File: config.mk
export PLATFORM = sky130hd
export DESIGN_NAME = lcd_sync_gen
export DESIGN_NICKNAME = d
export VERILOG_FILES = /design/src/rtl/lcdt_pkg.sv /design/src/rtl/lcdt_mode_reg.sv /design/src/rtl/lcdt_limits.sv /design/src/rtl/lcdt_counters.sv /design/src/rtl/lcdt_decode.sv /design/src/rtl/lcd_sync_gen.sv
export SDC_FILE = /design/constraint.sdc
export NUM_CORES = 1
export LEC_CHECK = 0
export ABC_CLOCK_PERIOD_IN_PS = 3050
export BUFFER_PORTS_ARGS = -buffer_cell sky130_fd_sc_hd__buf_4
export CORE_MARGIN = 2
export CORE_UTILIZATION = 59
export CTS_CLUSTER_DIAMETER = 200
export DETAILED_ROUTE_END_ITERATION = 8
export HOLD_SLACK_MARGIN = 0.06
export PLACE_DENSITY = 0.82
export REMOVE_ABC_BUFFERS = 1
export SLEW_MARGIN = 40
export SYNTH_ARGS = -nofsm -noshare
export SYNTH_HDL_FRONTEND = slang
export SYNTH_SLANG_ARGS = --single-unit
File: constraint.sdc
create_clock -name clk -period 3.05 [get_ports clk]
set_input_delay 0.1525 -clock clk [delete_from_list [all_inputs] [get_ports clk]]
set_output_delay 0.1525 -clock clk [all_outputs]
set_load 0.05 [all_outputs]
File: src/rtl/lcdt_pkg.sv
package lcdt_pkg;

   localparam int MODES = 3;
   localparam int TW    = 16;

   typedef logic [TW-1:0] tick_t;

   typedef enum logic [1:0] {
      CPP1 = 2'd0,
      CPP2 = 2'd1,
      CPP3 = 2'd2
   } cpp_idx_e;

   typedef struct packed {
      tick_t line_last;
      tick_t hs_end;
      tick_t vs_end;
      tick_t de_start;
      tick_t de_end;
   } lim_t;

   function automatic cpp_idx_e decode_mode(input logic [1:0] sel);
      cpp_idx_e r;
      case (sel)
         2'b01:   r = CPP2;
         2'b10:   r = CPP3;
         default: r = CPP1;
      endcase
      return r;
   endfunction

endpackage

File: src/rtl/lcdt_mode_reg.sv
module lcdt_mode_reg
   import lcdt_pkg::*;
(
   input  logic       clk,
   input  logic       rst_n,
   input  logic       load,
   input  logic [1:0] mode_sel,
   output cpp_idx_e   idx_q
);

   always_ff @(posedge clk or negedge rst_n) begin
      if (!rst_n)
         idx_q <= CPP1;
      else if (load)
         idx_q <= decode_mode(mode_sel);
   end

endmodule

File: src/rtl/lcdt_limits.sv
module lcdt_limits
   import lcdt_pkg::*;
#(
   parameter int LINE_PIX  = 336,
   parameter int HS_PIX    = 2,
   parameter int VS_PIX    = 2,
   parameter int START_PIX = 7,
   parameter int ACT_W     = 320,
   parameter int CORR_1    = 0,
   parameter int CORR_2    = 3,
   parameter int CORR_3    = 5
) (
   input  cpp_idx_e idx,
   output lim_t     lim
);

   lim_t tbl [MODES];

   for (genvar m = 0; m < MODES; m++) begin : g_mode
      localparam int CPP   = m + 1;
      localparam int CORR  = (m == 0) ? CORR_1 : ((m == 1) ? CORR_2 : CORR_3);
      localparam int START = START_PIX * CPP + CORR;
      assign tbl[m] = '{
         line_last: tick_t'(LINE_PIX * CPP - 1),
         hs_end:    tick_t'(HS_PIX * CPP),
         vs_end:    tick_t'(VS_PIX * CPP),
         de_start:  tick_t'(START),
         de_end:    tick_t'(START + ACT_W * CPP)
      };
   end

   always_comb begin
      case (idx)
         CPP2:    lim = tbl[1];
         CPP3:    lim = tbl[2];
         default: lim = tbl[0];
      endcase
   end

endmodule

File: src/rtl/lcdt_counters.sv
module lcdt_counters
   import lcdt_pkg::*;
#(
   parameter int SLOT_W      = 10,
   parameter int LINE_W      = 8,
   parameter int LINES_TOTAL = 244
) (
   input  logic              clk,
   input  logic              rst_n,
   input  logic              enable,
   input  tick_t             line_last,
   output logic              run_q,
   output logic [SLOT_W-1:0] slot_q,
   output logic [LINE_W-1:0] line_q,
   output logic              load
);

   localparam logic [LINE_W-1:0] LAST_LINE = LINE_W'(LINES_TOTAL - 1);

   logic line_end;
   logic frame_end;

   assign line_end  = (tick_t'(slot_q) == line_last);
   assign frame_end = line_end && (line_q == LAST_LINE);
   assign load      = enable && (!run_q || frame_end);

   always_ff @(posedge clk or negedge rst_n) begin
      if (!rst_n) begin
         run_q  <= 1'b0;
         slot_q <= '0;
         line_q <= '0;
      end else if (!enable) begin
         run_q  <= 1'b0;
         slot_q <= '0;
         line_q <= '0;
      end else if (!run_q) begin
         run_q  <= 1'b1;
         slot_q <= '0;
         line_q <= '0;
      end else if (line_end) begin
         slot_q <= '0;
         line_q <= frame_end ? '0 : line_q + 1'b1;
      end else begin
         slot_q <= slot_q + 1'b1;
      end
   end

endmodule

File: src/rtl/lcdt_decode.sv
module lcdt_decode
   import lcdt_pkg::*;
#(
   parameter int SLOT_W    = 10,
   parameter int LINE_W    = 8,
   parameter int TOP_BLANK = 2,
   parameter int ACT_H     = 240
) (
   input  logic              run,
   input  logic [SLOT_W-1:0] slot,
   input  logic [LINE_W-1:0] line,
   input  tick_t             hs_end,
   input  tick_t             vs_end,
   input  tick_t             de_start,
   input  tick_t             de_end,
   output logic              hsync_n,
   output logic              vsync_n,
   output logic              de
);

   localparam tick_t FIRST_VIS = tick_t'(TOP_BLANK);
   localparam tick_t END_VIS   = tick_t'(TOP_BLANK + ACT_H);

   tick_t s;
   tick_t l;
   logic  in_lines;
   logic  in_slots;

   always_comb begin
      s        = tick_t'(slot);
      l        = tick_t'(line);
      in_lines = (l >= FIRST_VIS) && (l < END_VIS);
      in_slots = (s >= de_start) && (s < de_end);
      hsync_n  = !(run && (s < hs_end));
      vsync_n  = !(run && (l == '0) && (s < vs_end));
      de       = run && in_lines && in_slots;
   end

endmodule

File: src/rtl/lcd_sync_gen.sv
module lcd_sync_gen
   import lcdt_pkg::*;
#(
   parameter int ACT_W       = 320,
   parameter int ACT_H       = 240,
   parameter int BLANK_LINES = 4,
   parameter int LINE_PIX    = 336,
   parameter int HS_PIX      = 2,
   parameter int VS_PIX      = 2,
   parameter int START_PIX   = 7,
   parameter int CORR_1      = 0,
   parameter int CORR_2      = 3,
   parameter int CORR_3      = 5,
   localparam int LINES_TOTAL = ACT_H + BLANK_LINES,
   localparam int TOP_BLANK   = BLANK_LINES / 2,
   localparam int MAX_TICKS   = LINE_PIX * MODES,
   localparam int SLOT_W      = $clog2(MAX_TICKS),
   localparam int LINE_W      = $clog2(LINES_TOTAL)
) (
   input  logic              clk,
   input  logic              rst_n,
   input  logic              enable,
   input  logic [1:0]        mode_sel,
   output logic              hsync_n,
   output logic              vsync_n,
   output logic              de,
   output logic [LINE_W-1:0] line_cnt,
   output logic [SLOT_W-1:0] slot_cnt
);

   // Configuration checks at elaboration
   if (MAX_TICKS > (1 << TW)) begin : g_bad_width
      $error("line period does not fit the timing word");
   end
   if (BLANK_LINES < 2 || ACT_H < 1 || ACT_W < 1) begin : g_bad_frame
      $error("frame geometry out of range");
   end
   if (HS_PIX < 1 || VS_PIX < 1) begin : g_bad_sync
      $error("sync widths must be at least one pixel");
   end
   for (genvar m = 0; m < MODES; m++) begin : g_fit
      localparam int CPP  = m + 1;
      localparam int CORR = (m == 0) ? CORR_1 : ((m == 1) ? CORR_2 : CORR_3);
      if (START_PIX * CPP + CORR + ACT_W * CPP > LINE_PIX * CPP) begin : g_bad_fit
         $error("visible window overruns the line");
      end
   end

   cpp_idx_e          idx_q;
   lim_t              lim;
   logic              run_q;
   logic              load;
   logic [SLOT_W-1:0] slot_q;
   logic [LINE_W-1:0] line_q;

   lcdt_mode_reg u_mode (
      .clk      (clk),
      .rst_n    (rst_n),
      .load     (load),
      .mode_sel (mode_sel),
      .idx_q    (idx_q)
   );

   lcdt_limits #(
      .LINE_PIX  (LINE_PIX),
      .HS_PIX    (HS_PIX),
      .VS_PIX    (VS_PIX),
      .START_PIX (START_PIX),
      .ACT_W     (ACT_W),
      .CORR_1    (CORR_1),
      .CORR_2    (CORR_2),
      .CORR_3    (CORR_3)
   ) u_lim (
      .idx (idx_q),
      .lim (lim)
   );

   lcdt_counters #(
      .SLOT_W      (SLOT_W),
      .LINE_W      (LINE_W),
      .LINES_TOTAL (LINES_TOTAL)
   ) u_cnt (
      .clk       (clk),
      .rst_n     (rst_n),
      .enable    (enable),
      .line_last (lim.line_last),
      .run_q     (run_q),
      .slot_q    (slot_q),
      .line_q    (line_q),
      .load      (load)
   );

   lcdt_decode #(
      .SLOT_W    (SLOT_W),
      .LINE_W    (LINE_W),
      .TOP_BLANK (TOP_BLANK),
      .ACT_H     (ACT_H)
   ) u_dec (
      .run      (run_q),
      .slot     (slot_q),
      .line     (line_q),
      .hs_end   (lim.hs_end),
      .vs_end   (lim.vs_end),
      .de_start (lim.de_start),
      .de_end   (lim.de_end),
      .hsync_n  (hsync_n),
      .vsync_n  (vsync_n),
      .de       (de)
   );

   assign line_cnt = line_q;
   assign slot_cnt = slot_q;

endmodule

# Word-level counts from Yosys, hierarchy flattened
# Cells that the tools add are included.
[op_classes]
n_eq_ne = 7
n_mux = 10
reduce_logical = 14
add_sub_neg = 2
order_cmp = 6
[op_table]
columns = ["cell", "count"]
rows = [
  ["one-hot mux 74 bit (2 select lines)", 1],
  ["< comparator 10 x 16 -> 1 bit", 3],
  ["2-to-1 mux 8 bit", 4],
  ["2-to-1 mux 10 bit", 3],
  [">= comparator 10 x 16 -> 1 bit", 1],
  ["adder 10 x 1 -> 10 bit, second input constant", 1],
  ["equality test 10 bit", 1],
  ["logical AND 1 bit", 9],
  ["adder 8 x 1 -> 8 bit, second input constant", 1],
  ["equality test 8 bit, second input constant", 1],
  [">= comparator 8 x 2 -> 1 bit, second input constant", 1],
  ["logical NOT 8 bit", 1],
  ["< comparator 8 bit, second input constant", 1],
  ["equality test 2 x 1 -> 1 bit, second input constant", 2],
  ["equality test 2 bit, second input constant", 2],
  ["one-hot mux 2 bit (2 select lines)", 1],
  ["logical NOT 1 bit", 3],
  ["inequality test 3 bit, second input constant", 1],
  ["logical OR 1 bit", 1],
  ["2-to-1 mux 1 bit", 1],
]
[word_totals]
regBits = 21
elab_cells = 43
in_bits = 5

# Longest topological paths before layout
[logic_depth]
ltp_word = 8
ltp_mapped = 9

# Modules after synthesis
# A second synthesis with hierarchy kept.
[unflattened]
hier_cells = 342
hier_area_um2 = 2847.7
[modules_own_cells]
columns = ["module", "area_per_inst_um2", "seq_area_each_um2", "cells_per_inst", "n_inst"]
rows = [
  ["lcdt_counters", 1092.3, 475.5, 107, 1],
  ["lcdt_decode", 1041.0, 0.0, 142, 1],
  ["lcdt_limits", 631.9, 0.0, 85, 1],
  ["lcdt_mode_reg", 82.6, 50.0, 8, 1],
]

# Least setup slack after synthesis
# No wires, ideal clock.
[synth_timing]
path_type = "reg-to-output"
start = "register u_cnt.slot_q[1]"
end = "output de"
stages_incl_launch_ff = 8
arrival_ns = 3.165
setup_slack_ns = -0.267
n_path_buf = 0
path_cell_list = "dfrtp_1 > inv_1 > ha_1 > nand2b_1 > a21oi_1 > o211ai_1 > a31oi_1 > nor4b_1"
[synth_between]
elab_chain_cells = 3
[synth_rtl]
columns = ["item", "line_no", "rtl"]
rows = [
  ["from (decl)", "lcdt_counters.sv:13", "output logic [SLOT_W-1:0] slot_q,"],
  ["from (signal assigned)", "lcdt_counters.sv:44", "slot_q <= slot_q + 1'b1;"],
  [">= comparator 10 x 16 -> 1 bit or < comparator 10 x 16 -> 1 bit (tied branches)", "lcdt_decode.sv:33", "in_slots = (s >= de_start) && (s < de_end);"],
  ["logical AND 1 bit *", "lcdt_decode.sv:33", ""],
  ["logical AND 1 bit *", "lcdt_decode.sv:36", "de = run && in_lines && in_slots;"],
  ["to (decl)", "lcd_sync_gen.sv:26", "output logic de,"],
]
# Mark *: on every way between the ends. The rest lies on a longest branch, timed or not.

# Final worst setup path
[layout_timing]
start = "register u_mode.idx_q[0]"
end = "output de"
[layout_between]
elab_chain_cells = 5
[layout_rtl]
columns = ["item", "line_no", "rtl"]
rows = [
  ["from (decl)", "lcdt_mode_reg.sv:8", "output cpp_idx_e idx_q"],
  ["from (signal assigned)", "lcdt_mode_reg.sv:15", "idx_q <= decode_mode(mode_sel);"],
  ["equality test 2 bit or equality test 2 x 1 -> 1 bit (tied branches)", "lcdt_limits.sv:33", "case (idx)"],
  ["one-hot mux 74 bit (2 select lines) *", "lcdt_limits.sv:33", ""],
  [">= comparator 10 x 16 -> 1 bit or < comparator 10 x 16 -> 1 bit (tied branches)", "lcdt_decode.sv:33", ""],
  ["logical AND 1 bit *", "lcdt_decode.sv:33", ""],
  ["logical AND 1 bit *", "lcdt_decode.sv:36", ""],
]
# Marks and branches as above.

==> flow_summary_export.csv <==
group,metric,value,unit
outcome,status,"completed",
power_and_ir_drop,leakage,0.000783,uW
cells_and_area,layout-drive-gt1-share,18.2,%
critical_path,cp-start-kind,"flop",
cells_and_area,final_cell_area,1710,sq um
synth,synthMuxAreaShare,2.04,%
route,wl_per_cell,14.9,microns
synth,yosysTopAreaCell,"dfrtp_1",
power_and_ir_drop,max-vdd-ir-drop,0.271,mV
sta,final_max_slew_viol_count,0,
global_routing,grt_start_max_net_pins,22,
route,drtPass1Iterations,6,
synth,ys_seq_elements,21,
sta,post-route-period-util,87.9,%
floorplanning,die-width,53.9,microns
route,vias,1272,
critical_path,cp_max_fo,5,
critical_path,worst_ep_required_time,2.90,ns
clocking,cts_tree,"built",
global_routing,overflow,0,
sta,timing.fmax,373,MHz
synth,ys_top_cells_by_area,"dfrtp_1 36%, ha_1 13%, nor2_1 4.1%",
cells_and_area,seq_area,526,sq um
cells_and_area,syn_to_final_growth,15.9,%
sta,layout_setup_ws,0.368,ns
route,drc,0,
synth,syn_area_per_cell,9.14,sq um
sta,worst_pin_slew,0.630,ns
power_and_ir_drop,p_per_area,316,nW/um^2
synth,synth_compound_area_share,11.0,%
clocking,postCtsSetupRepairBufs,0,
power_and_ir_drop,power,539,uW
placement,pre_cts_slack,0.566,ns
global_routing,first_global_vias,1114,
cells_and_area,final_nets,208,
cells_and_area,final_cells,217,
synth,synth_adder_area_share,12.8,%
sta,grt_setup_unrepaired,"no",
global_routing,grt_pass1_wl,5160,microns
synth,synth_xor_area_share,5.36,%
global_routing,gr-usage-all-layers,24.7,%
route,drtIter0Drc,43,
cells_and_area,antennaDiodeCount,0,
critical_path,worstPathArrival,2.53,ns
sta,relSlewSlack,58.0,%
synth,synth_top_family_by_area,"simple AND/OR/NAND/NOR gates",
sta,fin_worst_skew,0.000695,ns
synth,synth_cells,161,
critical_path,worstSetupPathType,"reg -> out",
placement,place_inst,211,
floorplanning,coreArea,2410,sq um
route,via_per_inst,5.86,
synth,ys_warn_count,0,
synth,seq_area_frac_synth,35.7,%
critical_path,r2r_setup_slack,0.56,ns
sta,setup_viol,0,
critical_path,setup.worst_path.end_class,"output pin",
floorplanning,start_util,61.1,%
synth,syn_area,1470,sq um
synth,synthFlopType,"dfrtp_1",
clocking,cts_resized,0,
sta,min_period,2.68,ns
floorplanning,dieArea,2910,sq um
floorplanning,rows,18,
placement,place_area,1660,sq um
global_routing,antenna_found_initial,0,
placement,dpl.hpwl,2430,microns
synth,yosys.area_share.simple,27.3,%
clocking,clk_transition_reported_paths,0.11,ns
clocking,numClockSinks,21,
placement,finalWeightedCongestion,0.860,
clocking,clk_latency,0.30,ns
synth,synth_edf_count,0,
clocking,h-tree-depth,1,
route,drtAntennaViolNets,0,
synth,async_reset_ff_share,100,%
clocking,clock_path_buffers,2,
floorplanning,num_io_pins,26,
cells_and_area,fill_cells,205,
route,routed_wl,3240,microns
floorplanning,die_h,53.9,microns
synth,synth_top_area_share,35.7,%
job,maxCapViolations,0,
placement,place.port_buffers,25,
synth,synth_cell_types,39,
clocking,cts_buffers,3,
min_path,hp-class,"in -> reg",
cells_and_area,multiInputGateArea,860,sq um
clocking,clock-root-buffer,"clkbuf_4",
sta,finalHoldViolCount,0,
[state kept, by name, summed over array words and instances, names as in the netlist]
name and count:
u_mode.idx_q 2, u_cnt.slot_q 10, u_cnt.run_q 1, u_cnt.line_q 8
[through the flow]
stage | hold WS [ns] | setup TNS (ns) | util [%]
2_1_floorplan | -0.143 | -0.267 | -
3_3_place_gp | 0.0477 | 0 | 68.8
3_5_place_dp | 0.0515 | 0 | 68.8
4_1_cts | 0.102 | 0 | 70.8
5_1_grt | 0.120 | 0 | 70.8
6_report | 0.103 | 0 | 70.8
[power by group]
part / switching (uW) / internal [uW]
Sequential: 5.85 / 284
Clock: 84.1 / 51.0
Combinational: 70.5 / 43.6
Total: 161 / 378
[cells in the mapped netlist (all sizes together), types with 4 or more instances]
cell,number
dfrtp,21
nor2,16
ha,15
inv,13
nand3,12
a21oi,10
nand2,8
o21ai,7
nand2b,5
xnor2,5
and3,4
or3,4
xor2,4
[layer usage]
| metal | routed length, microns | up-vias | track usage, % |
|---|---|---|---|
| li1 | - | 624 | - |
| met2 | 1560 | 37 | 36.8 |
| met4 | 24 | 0 | 8.55 |
| met5 | 0 | - | 0 |
| met3 | 130 | 4 | 2.78 |
| met1 | 1520 | 607 | 36.7 |
[path summary, 6_finish.rpt]
check,cells after the start,endpoint,from
worst max-delay path,10,de,u_mode.idx_q[0]
worst min-delay path,3,u_mode.idx_q[0],mode_sel[1]
max in group asynchronous,2,u_cnt.slot_q[1],rst_n
min in group asynchronous,2,u_cnt.line_q[1],rst_n
worst max register to register,7,u_cnt.line_q[7],u_mode.idx_q[0]
worst min register to register,1,u_cnt.slot_q[0],u_cnt.slot_q[0]
[cell type report]
cell class / instances / area share (%)
repair buffers: 27 / 12.2
clock buffers: 4 / 1.54
flip-flops and latches: 21 / 30.8
well taps: 30 / 2.20
multi-input cells: 122 / 50.4
inverters: 13 / 2.86
[repair_timing]
action                                  CTS  global route
endpoints found under the hold margin    22             0
endpoints found under the setup margin    0             0
hold buffers                              2             0
[cells by family (layout without fill, tap and decap cells)]
group / after synthesis / count (layout)
xor+xnor: 9 / 9
compound gates: 26 / 26
buf+inv: 18 / 44
simple gates: 69 / 69
flops: 21 / 21
fa+ha+maj: 15 / 15
mux: 3 / 3
[worst max-delay path, stage by stage (launching register included)]
cell	delay (ns)
dfrtp_1	0.39
inv_1	0.07
ha_1	0.38
inv_1	0.06
ha_1	0.26
inv_1	0.07
a21oi_1	0.04
o211ai_1	0.22
a31oi_1	0.11
nor4b_1	0.35
buf_4	0.26
[cells in the final DEF (no fill, tap or decap), drive strengths merged, types with 2 or more instances in the layout]
master       netlist  layout
or4                3       3
nor2              16      16
or2                2       2
xnor2              5       5
nand4              3       3
buf                3      25
dfrtp             21      21
mux2i              3       3
inv               13      13
xor2               4       4
clkbuf             2       4
a21boi             2       2
nand4b             3       3
and3               4       4
o31ai              2       2
nand2b             5       5
nand3             12      12
o21ai              7       7
nor4               3       3
dlygate4sd3        0       2
a21oi             10      10
and4bb             2       2
ha                15      15
or3                4       4
nand2              8       8
(Power assumes the default switching activity.)
